File: src/rtl/xsw_pkg.sv
package xsw_pkg;

   typedef enum logic [1:0] {
      XSW_LD_ZX = 2'b00,
      XSW_LD_SX = 2'b01,
      XSW_ST_UB = 2'b10,
      XSW_ST_SB = 2'b11
   } xsw_op_e;

   function automatic logic xsw_is_store(input logic [1:0] op);
      return op[1];
   endfunction

   function automatic logic xsw_is_signed(input logic [1:0] op);
      return op[0];
   endfunction

endpackage

File: src/rtl/xsw_widen.sv
module xsw_widen #(
   parameter int LANES  = 8,
   parameter int NARROW = 8,
   parameter int WIDE   = 12
) (
   input  logic                    sext,
   input  logic [LANES*NARROW-1:0] packed_in,
   output logic [LANES*WIDE-1:0]   wide_out
);
   localparam int PAD = WIDE - NARROW;

   if (PAD < 1) begin : g_bad_pad
      $error("xsw_widen: WIDE must exceed NARROW");
   end

   for (genvar i = 0; i < LANES; i++) begin : g_lane
      logic [NARROW-1:0] elem;
      logic              fill;
      assign elem = packed_in[i*NARROW +: NARROW];
      assign fill = sext & elem[NARROW-1];
      assign wide_out[i*WIDE +: WIDE] = {{PAD{fill}}, elem};
   end
endmodule

File: src/rtl/xsw_sat_lane.sv
module xsw_sat_lane #(
   parameter int NARROW = 8,
   parameter int WIDE   = 12
) (
   input  logic [WIDE-1:0]   lane_in,
   input  logic              to_signed,
   output logic [NARROW-1:0] byte_out
);
   localparam int UMAX_I = (1 << NARROW) - 1;
   localparam int SMAX_I = (1 << (NARROW - 1)) - 1;
   localparam int SMIN_I = -(1 << (NARROW - 1));
   localparam logic signed [WIDE-1:0] K_UMAX = WIDE'(UMAX_I);
   localparam logic signed [WIDE-1:0] K_SMAX = WIDE'(SMAX_I);
   localparam logic signed [WIDE-1:0] K_SMIN = WIDE'(SMIN_I);
   localparam logic [NARROW-1:0] B_SMAX = {1'b0, {(NARROW-1){1'b1}}};
   localparam logic [NARROW-1:0] B_SMIN = {1'b1, {(NARROW-1){1'b0}}};

   if (WIDE <= NARROW) begin : g_bad_width
      $error("xsw_sat_lane: WIDE must exceed NARROW");
   end

   logic signed [WIDE-1:0] val;
   assign val = $signed(lane_in);

   always_comb begin
      if (!to_signed) begin
         if (val < 0)            byte_out = '0;
         else if (val > K_UMAX)  byte_out = '1;
         else                    byte_out = lane_in[NARROW-1:0];
      end else begin
         if (val < K_SMIN)       byte_out = B_SMIN;
         else if (val > K_SMAX)  byte_out = B_SMAX;
         else                    byte_out = lane_in[NARROW-1:0];
      end
   end

   // an in-range lane must keep its low byte unchanged
   always_comb begin
      if (!to_signed && val >= 0 && val <= K_UMAX)
         a_r4_pass_through: assert (byte_out == lane_in[NARROW-1:0]);
      if (to_signed && val >= K_SMIN && val <= K_SMAX)
         a_r5_pass_through: assert (byte_out == lane_in[NARROW-1:0]);
   end
endmodule

File: src/rtl/xsw_narrow.sv
module xsw_narrow #(
   parameter int LANES  = 8,
   parameter int NARROW = 8,
   parameter int WIDE   = 12
) (
   input  logic                    to_signed,
   input  logic [LANES*WIDE-1:0]   wide_in,
   output logic [LANES*NARROW-1:0] packed_out
);
   if (LANES < 1) begin : g_bad_lanes
      $error("xsw_narrow: LANES must be positive");
   end

   for (genvar i = 0; i < LANES; i++) begin : g_lane
      xsw_sat_lane #(
         .NARROW (NARROW),
         .WIDE   (WIDE)
      ) u_sat (
         .lane_in   (wide_in[i*WIDE +: WIDE]),
         .to_signed (to_signed),
         .byte_out  (packed_out[i*NARROW +: NARROW])
      );
   end
endmodule

File: src/rtl/xsw_unit.sv
module xsw_unit #(
   parameter int LANES  = 8,
   parameter int NARROW = 8,
   parameter int WIDE   = 12
) (
   input  logic                    clk,
   input  logic                    rst_n,
   input  logic                    in_valid,
   input  logic [1:0]              in_op,
   input  logic [LANES*NARROW-1:0] mem_rdata,
   input  logic [LANES*WIDE-1:0]   reg_wdata,
   output logic                    out_valid,
   output logic [1:0]              out_op,
   output logic [LANES*WIDE-1:0]   reg_rdata,
   output logic [LANES*NARROW-1:0] mem_wdata
);
   import xsw_pkg::*;

   localparam int MW = LANES * NARROW;
   localparam int RW = LANES * WIDE;

   if (NARROW < 2) begin : g_bad_narrow
      $error("xsw_unit: NARROW must be at least 2");
   end

   logic [RW-1:0] widened;
   logic [MW-1:0] narrowed;
   logic          is_store;
   logic          is_signed;

   assign is_store  = xsw_is_store(in_op);
   assign is_signed = xsw_is_signed(in_op);

   xsw_widen #(.LANES(LANES), .NARROW(NARROW), .WIDE(WIDE)) u_widen (
      .sext      (is_signed),
      .packed_in (mem_rdata),
      .wide_out  (widened)
   );

   xsw_narrow #(.LANES(LANES), .NARROW(NARROW), .WIDE(WIDE)) u_narrow (
      .to_signed  (is_signed),
      .wide_in    (reg_wdata),
      .packed_out (narrowed)
   );

   always_ff @(posedge clk or negedge rst_n) begin
      if (!rst_n) begin
         out_valid <= 1'b0;
         out_op    <= '0;
         reg_rdata <= '0;
         mem_wdata <= '0;
      end else begin
         out_valid <= in_valid;
         if (in_valid) begin
            out_op <= in_op;
            if (is_store) mem_wdata <= narrowed;
            else          reg_rdata <= widened;
         end
      end
   end

   // the valid flag follows the request by exactly one edge
   a_r6_valid_rise: assert property (@(posedge clk) disable iff (!rst_n)
      in_valid |=> out_valid);
   a_r6_valid_fall: assert property (@(posedge clk) disable iff (!rst_n)
      !in_valid |=> !out_valid);

   // idle cycles and the other path leave results untouched
   a_r7_idle_hold: assert property (@(posedge clk) disable iff (!rst_n)
      !in_valid |=> ($stable(reg_rdata) && $stable(mem_wdata) && $stable(out_op)));
   a_r7_load_keeps_store: assert property (@(posedge clk) disable iff (!rst_n)
      (in_valid && !in_op[1]) |=> $stable(mem_wdata));
   a_r7_store_keeps_load: assert property (@(posedge clk) disable iff (!rst_n)
      (in_valid && in_op[1]) |=> $stable(reg_rdata));

   // the opcode is echoed with its result
   a_r8_op_echo: assert property (@(posedge clk) disable iff (!rst_n)
      in_valid |=> (out_op == $past(in_op)));

   for (genvar i = 0; i < LANES; i++) begin : g_chk
      // zero-extended lanes carry no set bits above the byte
      a_r2_zero_top: assert property (@(posedge clk) disable iff (!rst_n)
         (in_valid && in_op == XSW_LD_ZX) |=>
            (reg_rdata[i*WIDE+NARROW +: WIDE-NARROW] == '0));
      // sign-extended lanes have a uniform top including the byte's msb
      a_r3_sign_top: assert property (@(posedge clk) disable iff (!rst_n)
         (in_valid && in_op == XSW_LD_SX) |=>
            ($countones(reg_rdata[i*WIDE+NARROW-1 +: WIDE-NARROW+1]) == 0 ||
             $countones(reg_rdata[i*WIDE+NARROW-1 +: WIDE-NARROW+1]) == WIDE-NARROW+1));
      // negative lanes clamp to zero on an unsigned store
      a_r4_neg_floor: assert property (@(posedge clk) disable iff (!rst_n)
         (in_valid && in_op == XSW_ST_UB && reg_wdata[i*WIDE+WIDE-1]) |=>
            (mem_wdata[i*NARROW +: NARROW] == '0));
      // the signed store result keeps the sign of a negative lane
      a_r5_sign_kept: assert property (@(posedge clk) disable iff (!rst_n)
         (in_valid && in_op == XSW_ST_SB) |=>
            (mem_wdata[i*NARROW+NARROW-1] == $past(reg_wdata[i*WIDE+WIDE-1])));
   end
endmodule

File: config.mk
export PLATFORM = sky130hd
export DESIGN_NAME = xsw_unit
export DESIGN_NICKNAME = d
export VERILOG_FILES = /design/src/rtl/xsw_pkg.sv /design/src/rtl/xsw_widen.sv /design/src/rtl/xsw_sat_lane.sv /design/src/rtl/xsw_narrow.sv /design/src/rtl/xsw_unit.sv
export SDC_FILE = /design/constraint.sdc
export NUM_CORES = 1
export LEC_CHECK = 0
export BUFFER_PORTS_ARGS = -buffer_cell sky130_fd_sc_hd__buf_2
export CAP_MARGIN = 20
export CORE_ASPECT_RATIO = 0.8
export CORE_MARGIN = 5
export CORE_UTILIZATION = 45
export CTS_BUF_LIST = sky130_fd_sc_hd__clkbuf_4 sky130_fd_sc_hd__clkbuf_8
export DETAILED_ROUTE_END_ITERATION = 12
export PLACE_DENSITY = 0.79
export SYNTH_ARGS = -nofsm -noshare
export SYNTH_HDL_FRONTEND = slang
export SYNTH_SLANG_ARGS = --single-unit
File: constraint.sdc
create_clock -name clk -period 1.3 [get_ports clk]
set_input_delay 0.13 -clock clk [delete_from_list [all_inputs] [get_ports clk]]
set_output_delay 0.13 -clock clk [all_outputs]
set_load 0.03 [all_outputs]
After elaboration in Yosys (flattened, before gate mapping)
Cells that the tools add are included.
{ "totals": {"ff_bits": 160, "output_inout_bits": 163} }
{ "classes": {"n_lt_le_gt_ge": 32, "n_mux": 40, "bitwise": 9, "n_reduce_logical": 2} }
{ "op_table": {"columns": ["cell", "count"], "rows": [
  ["8-bit 2-to-1 mux", 40],
  ["12-bit by 8-bit greater-than comparator with 1-bit output (second input constant)", 8],
  ["12-bit by 9-bit greater-than comparator with 1-bit output (second input constant)", 8],
  ["12-bit by 1-bit < comparator with 1-bit output (second input constant)", 8],
  ["12-bit by 8-bit < comparator with 1-bit output (second input constant)", 8],
  ["1-bit AND", 8],
  ["2-bit AND reduction", 2],
  ["1-bit inverter", 1]
]} }

Logic depth before layout (Yosys ltp)
Gate-level depths: netlist (run 1).
{ "logic_depth": {"depth_word": 4, "ltp_mapped": 5} }

Cells and area by module
From an unflattened synthesis (run 1), not the netlist that was laid out.
{ "unflattened": {"cells_unflattened": 626, "hier_area_um2": 8135.3} }
{ "by_module_without_submodules": {"columns": ["mod", "n_inst", "cells_each", "area_each_um2", "seq_area_each_um2"], "rows": [
  ["xsw_unit", 1, 346, 6283.5, 4078.9],
  ["xsw_sat_lane", 8, 22, 135.1, 0.0],
  ["xsw_widen", 1, 104, 770.7, 0.0]
]} }

Least setup slack after synthesis (run 1)
Ideal clock, no wire load.
{ "synth_timing": {"kind": "input to register", "startpoint": "input port reg_wdata[58]", "endpoint": "register mem_wdata[37]", "setup_time_ns": 0.130, "arrival_ns": 0.794, "slack_ns": 0.377, "path_stages": 3, "n_path_buf": 0, "cell_sequence": "or3_1 > o21ai_1 > a31oi_1"} }
{ "synth_between": {"elab_chain_cells": 4, "elab_cells_between_ends": 9, "cone_classes": "4 x order compare; 5 x mux"} }
{ "synth_rtl": {"columns": ["element", "line", "text"], "rows": [
  ["start, declared", "xsw_unit.sv:11", "input logic [LANES*WIDE-1:0] reg_wdata,"],
  ["12-bit by 9-bit greater-than comparator with 1-bit output or 12-bit by 8-bit greater-than comparator with 1-bit output (tied branches)", "xsw_sat_lane.sv:28, xsw_sat_lane.sv:32", null],
  ["8-bit 2-to-1 mux (on tied branches)", "xsw_sat_lane.sv:28, xsw_sat_lane.sv:32", null],
  ["8-bit 2-to-1 mux (on tied branches)", "xsw_sat_lane.sv:27, xsw_sat_lane.sv:31", null],
  ["8-bit 2-to-1 mux (*)", "xsw_sat_lane.sv:26", "if (!to_signed) begin"],
  ["end signal, assigned", "xsw_unit.sv:56", "if (is_store) mem_wdata <= narrowed;"],
  ["end, declared", "xsw_unit.sv:15", "output logic [LANES*NARROW-1:0] mem_wdata"]
]} }
Mark *: on every way between the ends. The rest lies on a longest branch, timed or not.
A chain may end at the register's enable or synchronous reset.

Final worst setup path (run 1)
{ "layout_timing": {"startpoint": "register reg_rdata[23]", "endpoint": "output port reg_rdata[23]"} }
{ "layout_rtl": {"columns": ["element", "line", "text"], "rows": [
  ["start, declared", "xsw_unit.sv:14", "output logic [LANES*WIDE-1:0] reg_rdata,"],
  ["start signal, assigned", "xsw_unit.sv:57", "else reg_rdata <= widened;"]
]} }
No word-level cell between the ends.

==> reports/qor.csv, run 1 <==
stage,metric,value,unit
flow_run,max cap viols,0,
place,placed cells,1188,
yosys,yosys synthesis warning count,0,
sta,Peak Freq,801,MHz
worst_hold_path,hold endpoint,mem_wdata[54],
yosys,"flops & latches, synth",139,
global_routing,M1 GR Usage,0.297,
power,Leak,4.73,nW
power,PwrDens,1320,nW/um^2
clock_network,CTS H-tree depth,4,
yosys,synthesized area per cell,8.95,sq um
worst_setup_path,Worst R2R End,out_op[1],
cells_and_area,non-filler instance count after layout,1312,
sta,Fin Setup TNS,0,ns
sta,max-slew violations,0,
worst_hold_path,hold crit path type,in -> reg,
clock_network,TritonCTS clock tree,yes,
floorplanning,Initial Util,0.455,
clock_network,postcts setup bufs,0,
place,Port-buffer cells,327,
power,Peak VDD IR,0.819,mV
cells_and_area,share of cells above drive strength 1,0.363,
power,Pwr Total,12.5,mW
detailed_routing,WL/cell,17.4,um
clock_network,Sink Count,139,
worst_setup_path,CP required,1.17,ns
worst_setup_path,worst-case reg-to-reg path depth,1,
global_routing,vias in the first global route,6713,
outcome,outcome,completed,
clock_network,TritonCTS buffer count,17,
worst_setup_path,cell family with most CP delay,flip-flops,
worst_setup_path,crit-path max FO,5,
detailed_routing,drt total wl,22800,um
clock_network,CTS max path bufs,2,
global_routing,global-route met2 utilization,0.452,
detailed_routing,DR iter-0 viols,423,
floorplanning,cell row count,39,
worst_setup_path,crit path buf inv count,1,
yosys,Mapped Area,6460,sq um
global_routing,met3 GRT Util,0.0955,
sta,Slew headroom,0.676,
floorplanning,io pins,328,
yosys,Yosys cell types,24,
detailed_routing,Residual DRC,0,
yosys,number of synthesized flops with an enable pin,0,
worst_hold_path,worst hold start,reg_wdata[78],
detailed_routing,Antenna Nets Post-Route,0,
worst_hold_path,Hold Path Stages,3,
global_routing,initial antenna violation count,2,
yosys,fraction of registers with async set/reset,1.00,
place,GPL Wtd Cong,0.836,
global_routing,first-pass GRT wire length,34400,um
floorplanning,die area,16900,sq um
global_routing,GRT Max-Usage Layer,met2,
sta,# setup viols final,0,
global_routing,largest net degree at the start of global routing,71,
worst_setup_path,crit path kind,reg -> out,
worst_setup_path,Crit. End Element,output pin,
sta,Setup Skew,0,ns
cells_and_area,P&R area growth vs syn,46.4,%
place,DP Wirelength,15000,um
worst_setup_path,Worst R2R Setup Slack,0.51,ns
floorplanning,core footprint,14200,sq um
clock_network,clock-pin slew on the worst setup and hold paths,0.08,ns
detailed_routing,Detailed Routing Iterations Pass 1,5,
worst_setup_path,crit-path max cell delay,0.42,ns
sta,RSZ-0062 raised after global routing,false,
detailed_routing,vias per cell,5.19,
yosys,Main synth FF type,dfrtp_1,
worst_setup_path,crit start category,flip-flop,
sta,final hold violation count,0,
yosys,synthesized instance count,722,
global_routing,Total Routing Usage GR,0.263,
global_routing,grt ovf,0,
clock_network,clk_lat worst skew,0.44,ns
worst_setup_path,crit path cell chain,buf_2,
worst_setup_path,slowest CP cell,dfrtp_1,
worst_setup_path,Arrival @ worst endpoint,1.12,ns
yosys,"Seq/Total Area, Yosys",0.538,
worst_setup_path,R2R Path Start,out_op[1],
yosys,syn nets,887,
cells_and_area,"most common cell after layout, fill and taps aside",buf_2,
detailed_routing,number of vias in the routed layout,6815,
sta,fin crit period,1.25,ns
floorplanning,Die Height,117,um
sta,Worst-Margin Slew,0.484,ns
floorplanning,die width,144,um
cells_and_area,most frequent cells in the layout,"buf_2 (324), nand2_1 (208), dfrtp_1 (137), dlygate4sd3_1 (91), nor2_1 (73)",
cells_and_area,Final #Nets,1279,
clock_network,root buf cell,clkbuf_8,
sta,crit share post-route,0.960,
## state kept, by name (all words and copies together) (netlist names)
signal,flops
out_valid,1
out_op,2
mem_wdata,64
reg_rdata,72
## timing repair
action / 4_1_cts / 5_1_grt
hold buffers: 91 / 0
resized for setup: 0 / 4
endpoints found under the setup margin: 0 / 8
hold endpoints to repair: 237 / 0
## layer usage
| layer | vias to the layer above | wire length [um] |
|---|---|---|
| li1 | 3237 | - |
| met1 | 3221 | 8460 |
| met2 | 292 | 11300 |
| met3 | 63 | 2250 |
| met4 | 2 | 751 |
| met5 | - | 11 |
## cell usage after synthesis, types with 5 or more instances
library cell / instances / area, sq um
buf_6: 6 / 67.6
nor3_1: 8 / 40.0
a21oi_1: 16 / 80.1
nand2_1: 208 / 781
or3_1: 5 / 31.3
dfrtp_1: 139 / 3480
o21ai_0: 48 / 240
nand3_1: 8 / 40.0
o21ai_1: 64 / 320
a31oi_1: 56 / 350
nor2_2: 7 / 43.8
a21boi_4: 5 / 93.8
buf_4: 30 / 225
buf_2: 22 / 110
nor4_2: 8 / 100
nor2_1: 73 / 274
## cell families after synthesis
logic type | after synthesis | share of synthesized area
DFF | 139 | 0.538
buffers and inverters | 58 | 0.0624
and+or+nand+nor | 331 | 0.223
AOI/OAI and AO/OA | 192 | 0.173
muxes | 2 | 0.00349
## through the flow
step                      utilization  cell area [sq um]  hold WS (ns)  worst slack, ns
after floorplan                     -               6460        -0.166            0.377
after CTS                       0.665               9450      0.000939           0.0110
final                           0.666               9460        0.0267           0.0517
after global routing            0.666               9460        0.0127         0.000527
after global placement          0.574               8150        0.0327            0.167
after detailed placement        0.574               8150        0.0343           0.0619
## where the power goes
part           switching, mW  internal (mW)  leakage (nW)  total, mW
Combinational           2.62           1.25          2.89       3.87
Sequential             0.345           4.89          1.65       5.24
Clock                   1.79           1.60         0.196       3.39
Total                   4.75           7.74          4.73       12.5
## worst max-delay path by stage
stage | start | end | cells after the start
after floorplan | reg_wdata[58] | mem_wdata[37] | 3
after global placement | in_op[0] | mem_wdata[59] | 5
after detailed placement | in_op[0] | mem_wdata[51] | 5
after CTS | reg_rdata[11] | reg_rdata[9] | 1
after global routing | reg_rdata[59] | reg_rdata[56] | 1
final | reg_rdata[23] | reg_rdata[23] | 1
## layout make-up
type	instances	area [sq um]
Clock inverter	14	134
Sequential cell	139	3480
Timing Repair Buffer	431	2770
Tap cell	184	230
Multi-Input combinational cell	525	2590
Clock buffer	18	248
Fill cell	1069	4740
Antenna cell	1	2.50
No activity file was read; power rests on OpenSTA's default activity.
==> run 2: changes to the inputs <==
Settings changed: SETUP_SLACK_MARGIN from default to 0.5.
==> reports/qor.csv, run 2 (same netlist as run 1, synthesis figures left out) <==
stage,metric,value,unit,change
clock_network,clock-pin slew on the worst setup and hold paths,0.10,ns,+0.02 ns
sta,Worst Slack Setup Final,0.0398,ns,-0.0119 ns
cells_and_area,P&R area growth vs syn,75.9,%,
worst_setup_path,crit path buf inv count,1,,unchanged
floorplanning,io pins,328,,unchanged
detailed_routing,number of vias in the routed layout,7756,,+14%
detailed_routing,Metal-1 WL,9550,um,+13%
worst_setup_path,CP required,1.17,ns,about the same
clock_network,TritonCTS clock tree,yes,,
cells_and_area,share of cells above drive strength 1,0.444,,+0.0810
outcome,outcome,completed,,
global_routing,initial antenna violation count,6,,+4
place,Place WS,0.0990,ns,+0.0371 ns
worst_setup_path,slowest CP cell,dfrtp_2,,
floorplanning,core footprint,14200,sq um,unchanged
worst_setup_path,crit path kind,reg -> out,,
clock_network,root buf cell,clkbuf_8,,
global_routing,grt ovf,0,,unchanged
floorplanning,die area,16900,sq um,unchanged
detailed_routing,Residual DRC,0,,unchanged
worst_hold_path,hold crit path type,in -> reg,,
power,PwrDens,1310,nW/um^2,-1.2%
worst_setup_path,crit path cell chain,buf_6,,
clock_network,TritonCTS buffer count,17,,unchanged
worst_setup_path,cell family with most CP delay,flip-flops,,
place,placed instance area,8310,sq um,+1.9%
floorplanning,Die Height,117,um,unchanged
place,DP Wirelength,14700,um,-1.7%
sta,fin crit period,1.26,ns,+0.0119 ns
clock_network,clk_lat worst skew,0.43,ns,about the same
cells_and_area,Layout fillers,788,,-26%
power,Pwr Total,14.8,mW,+19%
global_routing,Total Routing Usage GR,0.285,,+0.0216
flow_run,max cap viols,0,,unchanged
detailed_routing,drt total wl,29200,um,+28%
power,Peak VDD IR,0.830,mV,+1.3%
cells_and_area,largest register by flop count,reg_rdata,,
cells_and_area,max reg flops,72,,unchanged
place,GPL Wtd Cong,0.880,,+5.2%
place,placed cells,1190,,+0.17%
global_routing,vias in the first global route,6957,,+3.6%
sta,final hold violation count,0,,unchanged
global_routing,first-pass GRT wire length,37000,um,+7.6%
cells_and_area,most frequent cells in the layout,"nand2_1 (200), buf_6 (186), buf_2 (163), dfrtp_1 (129), o21ai_1 (92)",,
detailed_routing,WL/cell,21.1,um,+22%
floorplanning,cell row count,39,,unchanged
cells_and_area,Largest regs,"reg_rdata: 72 flops, mem_wdata: 64 flops, out_op: 2 flops",,
worst_setup_path,crit-path max FO,5,,unchanged
cells_and_area,Final #Nets,1346,,+5.2%
sta,max-slew violations,0,,unchanged
cells_and_area,non-filler instance count after layout,1382,,+5.3%
clock_network,CTS H-tree depth,4,,unchanged
worst_setup_path,Crit. End Element,output pin,,
detailed_routing,WL met3,3490,um,+55%
cells_and_area,Final Instance Area,11400,sq um,+20%
cells_and_area,"most common cell after layout, fill and taps aside",nand2_1,,
sta,# setup viols final,0,,unchanged
worst_setup_path,Arrival @ worst endpoint,1.13,ns,about the same
power,Leak,5.47,nW,+15%
detailed_routing,DR WL met2,14200,um,+26%
worst_setup_path,crit-path max cell delay,0.50,ns,+0.08 ns
place,Port-buffer cells,327,,unchanged
sta,RSZ-0062 raised after global routing,true,,
sta,Setup Skew,0,ns,unchanged
clock_network,Sink Count,139,,unchanged
detailed_routing,DR iter-0 viols,655,,+55%
detailed_routing,Detailed Routing Iterations Pass 1,8,,+3
sta,Fin Setup TNS,0,ns,unchanged
worst_setup_path,crit start category,flip-flop,,
sta,Worst-Margin Slew,0.332,ns,-0.152 ns
detailed_routing,vias per cell,5.61,,+8.0%
floorplanning,die width,144,um,unchanged
global_routing,largest net degree at the start of global routing,62,,-13%
detailed_routing,top sig layer,met5,,
sta,Peak Freq,794,MHz,-0.95%
floorplanning,Initial Util,0.455,,unchanged
detailed_routing,Antenna Nets Post-Route,0,,unchanged
sta,crit share post-route,0.969,,+0.00916
clock_network,CTS max path bufs,2,,unchanged
sta,Slew headroom,0.778,,+0.102
run 2: path summary, 6_finish.rpt:
| kind | start | end | slack [ns] | depth (start not counted) |
|---|---|---|---|---|
| max reg2reg | reg_rdata[72] | reg_rdata[72] | 0.33 | 4 |
| min reg2reg | reg_rdata[50] | reg_rdata[50] | 0.52 | 2 |
| max | reg_rdata[11] | reg_rdata[9] | 0.04 | 1 |
| min | reg_wdata[52] | mem_wdata[36] | 0.02 | 3 |
| max in group asynchronous | rst_n | reg_rdata[71] | 0.69 | 3 |
| min in group asynchronous | rst_n | mem_wdata[18] | 0.09 | 2 |
run 2: power by group:
part	leakage [nW]	total, mW	switching [mW]	internal [mW]
sequential	1.64	5.47	0.568	4.90
combinational	3.61	5.47	3.00	2.47
clock	0.213	3.89	1.89	2.00
run 2: layer usage:
layer  vias up  track usage
li1       3373            -
met1      3649        0.322
met2       573        0.487
met3       153        0.108
met4         8        0.121
met5         -            0
run 2: layout make-up:
cell class	count	area (sq um)	area share
Sequential cell	139	3490	0.307
Multi-Input combinational cell	525	2840	0.250
Timing Repair Buffer	498	4370	0.384
Clock buffer	18	248	0.0218
Clock inverter	14	183	0.0161
Antenna cell	4	10.0	0.000881
Tap cell	184	230	0.0203
run 2: metrics by stage:
step / util / hold WS [ns]
after floorplan: - / -0.166
after global placement: 0.585 / -0.0325
after detailed placement: 0.585 / -0.0299
after CTS: 0.750 / 0.000407
after global routing: 0.800 / 0.00109
final: 0.800 / 0.0232
run 2: worst reg2reg max path: stages (launching register included):
cell and delay, ns:
dfrtp_1 0.45, buf_6 0.14, buf_6 0.10, nand2_2 0.05
nand2_1 0.10
run 2: what timing repair did:
item | 4_1_cts | 5_1_grt
resized for setup | 310 | 81
pin swaps | 0 | 14
setup buffers | 26 | 50
hold endpoints to repair | 222 | 4
endpoints found under the setup margin | 163 | 195
hold buffers | 76 | 4
